<file path="src/rtl/sdc_pkg.sv">
package sdc_pkg;

    typedef enum logic [1:0] {
        ST_IDLE    = 2'd0,
        ST_SWALLOW = 2'd1,
        ST_MAIN    = 2'd2
    } sdc_state_e;

endpackage

</file>
<file path="src/rtl/sdc_cfg_stage.sv">
module sdc_cfg_stage #(
    parameter int A_W = 6,
    parameter int B_W = 13,
    parameter int R_W = 14
) (
    input  logic           clk,
    input  logic           rst_n,
    input  logic           we,
    input  logic [A_W-1:0] a_in,
    input  logic [B_W-1:0] b_in,
    input  logic [R_W-1:0] r_in,
    output logic           accept,
    output logic [A_W-1:0] a_nx,
    output logic [B_W-1:0] b_nx,
    output logic [R_W-1:0] r_nx,
    output logic           err
);

    logic           valid;
    logic [A_W-1:0] a_q;
    logic [B_W-1:0] b_q;
    logic [R_W-1:0] r_q;

    // B must cover the swallow count and must not be zero
    assign valid  = (b_in != '0) && (b_in >= B_W'(a_in));
    assign accept = we && valid;

    always_ff @(posedge clk) begin
        if (!rst_n) begin
            a_q <= '0;
            b_q <= '0;
            r_q <= '0;
            err <= 1'b0;
        end else begin
            if (accept) begin
                a_q <= a_in;
                b_q <= b_in;
                r_q <= r_in;
            end
            if (we && !valid) begin
                err <= 1'b1;
            end
        end
    end

    // a write landing on a boundary is used at once
    assign a_nx = accept ? a_in : a_q;
    assign b_nx = accept ? b_in : b_q;
    assign r_nx = accept ? r_in : r_q;

endmodule

</file>
<file path="src/rtl/sdc_swallow_fsm.sv">
module sdc_swallow_fsm
    import sdc_pkg::*;
#(
    parameter int A_W = 6,
    parameter int B_W = 13
) (
    input  logic           clk,
    input  logic           rst_n,
    input  logic           start,
    input  logic           presc_pulse,
    input  logic [A_W-1:0] a_nx,
    input  logic [B_W-1:0] b_nx,
    output logic           mod_ctl,
    output logic           fb_pulse,
    output logic           idle
);

    sdc_state_e     st_q, st_d;
    logic [A_W-1:0] cnt_a_q, cnt_a_d;
    logic [B_W-1:0] cnt_b_q, cnt_b_d;
    logic           wrap;
    logic           b_last;
    sdc_state_e     st_load;

    assign b_last  = (cnt_b_q == B_W'(1));
    assign st_load = (a_nx != '0) ? ST_SWALLOW : ST_MAIN;

    always_comb begin
        st_d    = st_q;
        cnt_a_d = cnt_a_q;
        cnt_b_d = cnt_b_q;
        wrap    = 1'b0;
        unique case (st_q)
            ST_IDLE: begin
                if (start) begin
                    st_d    = st_load;
                    cnt_a_d = a_nx;
                    cnt_b_d = b_nx;
                end
            end
            ST_SWALLOW: begin
                if (presc_pulse) begin
                    if (b_last) begin
                        wrap    = 1'b1;
                        st_d    = st_load;
                        cnt_a_d = a_nx;
                        cnt_b_d = b_nx;
                    end else begin
                        cnt_a_d = cnt_a_q - 1'b1;
                        cnt_b_d = cnt_b_q - 1'b1;
                        if (cnt_a_q == A_W'(1)) begin
                            st_d = ST_MAIN;
                        end
                    end
                end
            end
            ST_MAIN: begin
                if (presc_pulse) begin
                    if (b_last) begin
                        wrap    = 1'b1;
                        st_d    = st_load;
                        cnt_a_d = a_nx;
                        cnt_b_d = b_nx;
                    end else begin
                        cnt_b_d = cnt_b_q - 1'b1;
                    end
                end
            end
            default: begin
                st_d = ST_IDLE;
            end
        endcase
    end

    // state register
    always_ff @(posedge clk) begin
        if (!rst_n) begin
            st_q    <= ST_IDLE;
            cnt_a_q <= '0;
            cnt_b_q <= '0;
        end else begin
            st_q    <= st_d;
            cnt_a_q <= cnt_a_d;
            cnt_b_q <= cnt_b_d;
        end
    end

    // outputs
    always_ff @(posedge clk) begin
        if (!rst_n) begin
            mod_ctl  <= 1'b0;
            fb_pulse <= 1'b0;
        end else begin
            mod_ctl  <= (st_d == ST_SWALLOW);
            fb_pulse <= wrap;
        end
    end

    assign idle = (st_q == ST_IDLE);

endmodule

</file>
<file path="src/rtl/sdc_ref_div.sv">
module sdc_ref_div #(
    parameter int R_W = 14
) (
    input  logic           clk,
    input  logic           rst_n,
    input  logic           tick,
    input  logic [R_W-1:0] r_nx,
    output logic           pulse
);

    logic [R_W-1:0] cnt_q;
    logic [R_W-1:0] r_eff;

    assign r_eff = (r_nx == '0) ? R_W'(1) : r_nx;

    always_ff @(posedge clk) begin
        if (!rst_n) begin
            cnt_q <= R_W'(1);
            pulse <= 1'b0;
        end else begin
            pulse <= 1'b0;
            if (tick) begin
                if (cnt_q <= R_W'(1)) begin
                    pulse <= 1'b1;
                    cnt_q <= r_eff;
                end else begin
                    cnt_q <= cnt_q - 1'b1;
                end
            end
        end
    end

endmodule

</file>
<file path="src/rtl/swallow_div_ctrl.sv">
module swallow_div_ctrl #(
    parameter int P   = 64,
    parameter int B_W = 13,
    parameter int R_W = 14
) (
    input  logic                 clk,
    input  logic                 rst_n,
    input  logic                 cfg_we,
    input  logic [$clog2(P)-1:0] cfg_swallow,
    input  logic [B_W-1:0]       cfg_main,
    input  logic [R_W-1:0]       cfg_ref,
    input  logic                 ref_tick,
    input  logic                 presc_pulse,
    output logic                 mod_ctl,
    output logic                 fb_pulse,
    output logic                 ref_pulse,
    output logic                 cfg_err
);

    localparam int A_W = $clog2(P);

    logic           accept;
    logic [A_W-1:0] a_nx;
    logic [B_W-1:0] b_nx;
    logic [R_W-1:0] r_nx;
    logic           fsm_idle;

    sdc_cfg_stage #(.A_W(A_W), .B_W(B_W), .R_W(R_W)) u_cfg (
        .clk    (clk),
        .rst_n  (rst_n),
        .we     (cfg_we),
        .a_in   (cfg_swallow),
        .b_in   (cfg_main),
        .r_in   (cfg_ref),
        .accept (accept),
        .a_nx   (a_nx),
        .b_nx   (b_nx),
        .r_nx   (r_nx),
        .err    (cfg_err)
    );

    sdc_swallow_fsm #(.A_W(A_W), .B_W(B_W)) u_fsm (
        .clk         (clk),
        .rst_n       (rst_n),
        .start       (accept),
        .presc_pulse (presc_pulse),
        .a_nx        (a_nx),
        .b_nx        (b_nx),
        .mod_ctl     (mod_ctl),
        .fb_pulse    (fb_pulse),
        .idle        (fsm_idle)
    );

    sdc_ref_div #(.R_W(R_W)) u_ref (
        .clk   (clk),
        .rst_n (rst_n),
        .tick  (ref_tick),
        .r_nx  (r_nx),
        .pulse (ref_pulse)
    );

endmodule

</file>
<file path="config.mk">
export PLATFORM = sky130hd
export DESIGN_NAME = swallow_div_ctrl
export DESIGN_NICKNAME = d
export VERILOG_FILES = /design/src/rtl/sdc_pkg.sv /design/src/rtl/sdc_cfg_stage.sv /design/src/rtl/sdc_swallow_fsm.sv /design/src/rtl/sdc_ref_div.sv /design/src/rtl/swallow_div_ctrl.sv
export SDC_FILE = /design/constraint.sdc
export NUM_CORES = 1
export LEC_CHECK = 0
export ABC_AREA = 1
export BUFFER_PORTS_ARGS = -buffer_cell sky130_fd_sc_hd__buf_2
export CAP_MARGIN = 20
export CORE_ASPECT_RATIO = 0.6
export CORE_MARGIN = 2
export CORE_UTILIZATION = 55
export DETAILED_ROUTE_END_ITERATION = 8
export PLACE_DENSITY_LB_ADDON = 0.3
export SYNTH_ARGS = -nofsm -noshare
export SYNTH_HDL_FRONTEND = slang
export SYNTH_HIERARCHICAL = 1
export SYNTH_SLANG_ARGS = --single-unit
</file>
<file path="constraint.sdc">
create_clock -name clk -period 2.9 [get_ports clk]
set_input_delay 0.145 -clock clk [delete_from_list [all_inputs] [get_ports clk]]
set_output_delay 0.145 -clock clk [all_outputs]
set_load 0.03 [all_outputs]
</file>
==> metrics, run 1 <==
post-CTS setup buffers 0; I/O Buffers 41; DRC 0; CTS Hold Bufs 0; CP Max Fanout 16; CTS Sinks 72; setup slack, reg-to-reg roughly 0.73 ns; grt ovf 0; CP Class in2reg; final hold vios 0; Netlist cell types 42; largest net degree at the start of global routing 35; Fmax between 400 and 500 MHz; post-CTS sizing 0; Fin Clk Skew just under 0.005 ns; status finished, final reports clean; Vias/cell ~5.2; CP required about 3.1 ns; Syn Nets roughly 840; vias post-DR around 5000; Initial Utilization 0.571; chip height around 77 um; min-delay worst type in2reg; max incr delay on CP about 0.46 ns; Max H-tree Level 3; IO Count 42; RSZ-0062 raised after global routing false; Clock transition at path regs roughly 0.050 ns; Slew @ Worst Pin about 0.6 ns; routed wire length ~13000 um; final slew viol count 0; Final ANT Viol Nets 0; drt pass-1 iters 5; Clk Latency, worst-skew pair roughly 0.33 ns; Seq/Total Area, Yosys 0.294; nets 869; worst reg2reg endpoint u_fsm/cnt_b_q[1]; overall power around 0.0046 W; GRT Total Usage 0.263; FP Rows 26; initial antenna violation count 0; max-cap viol count 0; Critical Path End u_fsm/cnt_b_q[1]; CTS tree built; Rel. slew slack 0.602; GPL Wtd Cong a little under 1; min cycle time layout about 2.4 ns; ranking of synthesized cells by area dfxtp_1, nand2_1, inv_1; syn_area_per_cell around 6.3 um2; first-pass GRT wire length ~21000 um; nature of the critical path endpoint flop; leading area contributor after synthesis dfxtp_1; Fin Setup TNS 0 ns; Lkg Pwr 2.94 nW; total die area just under 10000 um2; Gate Count Post-Synth a little under 800; Setup crit start cfg_swallow[4]; CP arrival between 2 and 3 ns; r2r worst-path depth 10; Max Root-Sink Buffers 2; Num CTS Buffers 9; worst r2r src u_fsm/st_q[0]; crit share post-route 0.833; Worst setup SP type primary input; Final setup viols 0; root buffer cell clkbuf_16; Peak supply drop 0.321 mV; Critical Path, Cell by Cell buf_2 -> inv_1 -> ha_1 -> nand2_1 -> nor2_1 -> nand2_1 -> nand3_1 -> nand2_1 -> nand3_2 -> nand3_4 -> inv_1 -> inv_1 -> nand2_1 -> nand2_2 -> inv_1 -> o21ai_1 -> a21oi_1 -> nor2_1; pwr dens around 850 nW/um2; vias in the first global route around 4400; share of cells above drive strength 1 0.140; Post-DP HPWL roughly 9300 um; Synth Warn # 6; antenna cells 0; synthesis-stage register bit count 72; initial DRC count 413; Syn-to-layout area delta 11.3%; die width around 130 um; Core Region 8590 um2; top-area cell type share of the netlist area 0.294; slowest CP cell inv_1; Post-Syn Area roughly 4900 um2; drt wl/cell approximately 13 um
==> how the worst min path moves through the flow <==
stage / start / end / cells after the start
global placement: u_cfg/err / u_cfg/err / 2
global route: presc_pulse / u_fsm/fb_pulse / 3
floorplan: rst_n / u_fsm/cnt_a_q[0] / 2
finish: presc_pulse / u_fsm/fb_pulse / 3
CTS: presc_pulse / u_fsm/fb_pulse / 3
detailed placement: u_cfg/err / u_cfg/err / 2
==> report_power, final <==
part	leakage (nW)	internal, W	total (W)	switching [W]
registers	0.595	0.00117	0.00133	0.000162
clock network	0.159	0.000794	0.00120	0.000408
logic	2.19	0.000723	0.00210	0.00138
total	2.94	0.00268	0.00463	0.00195
==> cell type report <==
| cell class | instances | area [um2] |
|---|---|---|
| Fill cell | 817 | 3130 |
| Multi-Input combinational cell | 516 | 2660 |
| Sequential cell | 72 | 1440 |
| Inverter | 170 | 641 |
| Clock buffer | 12 | 256 |
| Timing Repair Buffer | 46 | 255 |
| Tap cell | 112 | 140 |
| Clock inverter | 3 | 65.1 |
==> critical path: cells and delay by family <==
family / cells / cell delay (ns)
AND/OR/NAND/NOR: 10 / 1.07
buffers and inverters: 5 / 0.84
adder cells (fa/ha/maj): 1 / 0.29
AO/OA/AOI/OAI: 2 / 0.27
==> per-layer routing <==
metal  up-vias  wire length (um)  global-route usage  part of all wire
li1       2477                 -                   -                 -
met1      2205              6390               0.398              0.51
met2       198              5130               0.380              0.41
met3         6               972              0.0516             0.077
met4         0                58              0.0615            0.0046
met5         -                 0                   0                 0
==> cell usage after synthesis, drive strengths merged <==
master and n:
nand2 210, inv 168, nor2 103, dfxtp 72
nand3 50, nand4 45, a21oi 38, o21ai 24
ha 16, clkbuf 13, buf 12, xnor2 6
nor3 5, or2 4, nand3b 3, xor2 3
clkinv 2, o211ai 2, a21boi 1, a31oi 1
and2 1, and3 1, nor3b 1, nor4 1
o21bai 1
==> logic make-up (layout without fill, tap and decap cells) <==
family	count (synthesis)	count (layout)	share of synthesized area
flip-flops	72	72	0.294
AO/OA/AOI/OAI	67	67	0.0857
adder cells (fa/ha/maj)	16	16	0.0408
AND/OR/NAND/NOR	424	424	0.400
XOR/XNOR	9	9	0.0161
buffers and inverters	195	231	0.164
==> placed cells by master (no fill, tap or decap), types with 10 or more instances in the layout <==
cell | synthesis | layout
ha_1 | 16 | 16
dfxtp_1 | 72 | 72
nand3_1 | 44 | 44
nor2_1 | 90 | 90
a21oi_1 | 27 | 27
buf_2 | 5 | 41
inv_1 | 165 | 165
nand2_1 | 200 | 200
a21oi_2 | 10 | 10
o21ai_0 | 15 | 15
nand4_1 | 45 | 45
==> state kept, by name, indices dropped and copies added (netlist names) <==
register        count
u_cfg/err           1
u_fsm/st_q          2
u_ref/cnt_q        14
u_fsm/cnt_b_q      13
u_cfg/b_q          13
u_cfg/a_q           6
u_fsm/mod_ctl       1
u_cfg/r_q          14
u_fsm/cnt_a_q       6
u_fsm/fb_pulse      1
u_ref/pulse         1
==> metrics by stage <==
stage	worst slack (ns)	instances	util	instance area, um2	hold slack (ns)
CTS	0.545	931	0.636	5460	0.124
global route	0.284	931	0.636	5460	0.136
detailed placement	0.211	916	0.598	5140	0.469
global placement	0.291	916	0.598	5140	0.444
finish	0.485	931	0.636	5460	0.135
floorplan	0.746	783	-	4910	0.281
(Power assumes the default switching activity.)
==> run 2: changes to the inputs <==
Clock period 2.9 ns to 2.15 ns, I/O delays scaled along.
==> metrics, run 2 (same netlist as run 1, synthesis figures left out) <==
CP Max Fanout 9 (-7); CTS Sinks 72 (unchanged); final hold vios 0 (unchanged); Fmax between 400 and 500 MHz; routed wire length 13000 um (+3.4%); GRT Total Usage 0.269 (+0.00669); setup ws final 0.107 ns (-0.377 ns); Vias/cell 5.24 (-0.23%); nature of the critical path endpoint flop; share of cells above drive strength 1 0.174 (+0.0337); vias in the first global route 4513 (+3.0%); crit share post-route 0.950; Hold WS 0.0919 ns (-0.0429 ns); drt wl/cell 13.5 um (about the same); CP arrival 2.32 ns (-0.32 ns); Final ANT Viol Nets 0 (unchanged); Syn-to-layout area delta 16.2%; Fin Setup TNS 0 ns (unchanged); first-pass GRT wire length 21300 um (+2.1%); Max H-tree Level 3 (unchanged); slowest CP cell ha_1; Worst setup SP type primary input; Slew @ Worst Pin 0.934 ns (+0.337 ns); min-delay worst type in2reg; pwr dens 1100 nW/um2 (+29%); Peak supply drop 0.398 mV (+24%); post-CTS setup buffers 0 (unchanged); antenna cells 0 (unchanged); max-cap viol count 0 (unchanged); I/O Buffers 41 (unchanged); final slew viol count 0 (unchanged); CP required 2.43 ns (-0.69 ns); Post-DP HPWL 9440 um (+1.9%); initial antenna violation count 0 (unchanged); post-CTS sizing 0 (unchanged); commonest non-fill, non-tap cell in the layout nand2_1; Final setup viols 0 (unchanged); chip height 77.2 um (unchanged); Top Registers u_cfg/r_q x14, u_ref/cnt_q x14; Max Root-Sink Buffers 2 (unchanged); CTS tree built; grt ovf 0 (unchanged); drt pass-1 iters 5 (unchanged); DRC 0 (unchanged); most frequent cells in the layout nand2_1, inv_1, nor2_1; Num CTS Buffers 9 (unchanged); root buffer cell clkbuf_16; GPL Wtd Cong 0.904 (-7.0%); vias post-DR 5037 (+3.1%); Most common cell on crit path nand2_1; die width 126 um (unchanged); largest net degree at the start of global routing 35 (unchanged); total die area 9720 um2 (unchanged); max incr delay on CP 0.29 ns (-0.17 ns); Core Region 8590 um2 (unchanged); CTS Hold Bufs 0 (unchanged); IO Count 42 (unchanged); Rel. slew slack 0.373 (-0.228); CP Class in2reg; Critical Path, Cell by Cell buf_2 -> inv_1 -> ha_1 -> nand2_1 -> nor2_2 -> nand2_1 -> nand3_1 -> nand2_2 -> nand3_4 -> buf_4 -> nand4_1 -> nand2_1 -> inv_1 -> or2_2 -> nor2_1 -> a21oi_1 -> nand2_1 -> o211ai_1 -> nand2_1; Clock transition at path regs 0.06 ns (about the same); overall power 0.00626 W (+35%); status finished, final reports clean; pre-CTS setup slack -0.220 ns (-0.431 ns); min cycle time layout 2.04 ns; Fin Clk Skew 0.00435 ns (-0.000457 ns); Initial Utilization 0.571 (unchanged); initial DRC count 423 (+2.4%); nets 900 (+3.6%); Clk Latency, worst-skew pair 0.33 ns (about the same); Lkg Pwr 3.08 nW (+4.7%); FP Rows 26 (unchanged)
[run 2: cell count changes in the layout (fill, tap and decap cells not counted)]
| cell | change |
|---|---|
| buf_4 | +28 |
| buf_6 | +1 |
| bufinv_16 | -1 |
| clkbuf_8 | +1 |
| clkinv_2 | -1 |
| clkinvlp_4 | +1 |
| nand2_1 | -1 |
| nand2_2 | +1 |
| nand3_2 | +1 |
| nand3_4 | +1 |
| nor2_1 | -1 |
| nor2_2 | +1 |
[run 2: through the flow]
stage,std cells,util,instance area [um2]
3_3_place_gp,945,0.624,5360
3_5_place_dp,945,0.624,5360
5_1_grt,962,0.664,5700
2_1_floorplan,783,-,4910
6_report,962,0.664,5700
4_1_cts,960,0.660,5660
[run 2: layout make-up]
class                   instances  area [um2]
clock buffers                  13         270
clock inverters                 2        37.5
fillers                       777        2890
inverters                     170         641
multi-input cells             518        2690
flip-flops and latches         72        1440
well taps                     112         140
repair buffers                 75         477
[run 2: final timing paths]
check	start	end	slack, ns	cells after the start
worst min register to register	u_ref/cnt_q[8]	u_ref/cnt_q[8]	0.48	2
worst max register to register	u_fsm/st_q[0]	u_fsm/cnt_a_q[3]	0.30	10
worst min-delay path	presc_pulse	u_fsm/fb_pulse	0.09	3
worst max-delay path	cfg_swallow[4]	u_ref/cnt_q[0]	0.11	19
[run 2: metal layers]
metal  up-vias  wire length, um  GRT usage  share of wire
li1       2549                -          -              -
met1      2243             6460      0.413           0.50
met2       233             5180      0.383           0.40
met3        12             1190     0.0551          0.092
met4         0              147     0.0615          0.011
met5         -                0          0              0
[run 2: worst max-delay path: cells and delay by family]
kind	cells	cell delay [ns]
AOI/OAI and AO/OA	2	0.18
and+or+nand+nor	12	1.39
buffers and inverters	4	0.36
adders and majority gates	1	0.29
[run 2: power by group]
| group | switching, W | internal [W] | total [W] |
|---|---|---|---|
| clock network | 0.000553 | 0.000987 | 0.00154 |
| logic | 0.00187 | 0.00104 | 0.00292 |
| registers | 0.000228 | 0.00158 | 0.00180 |
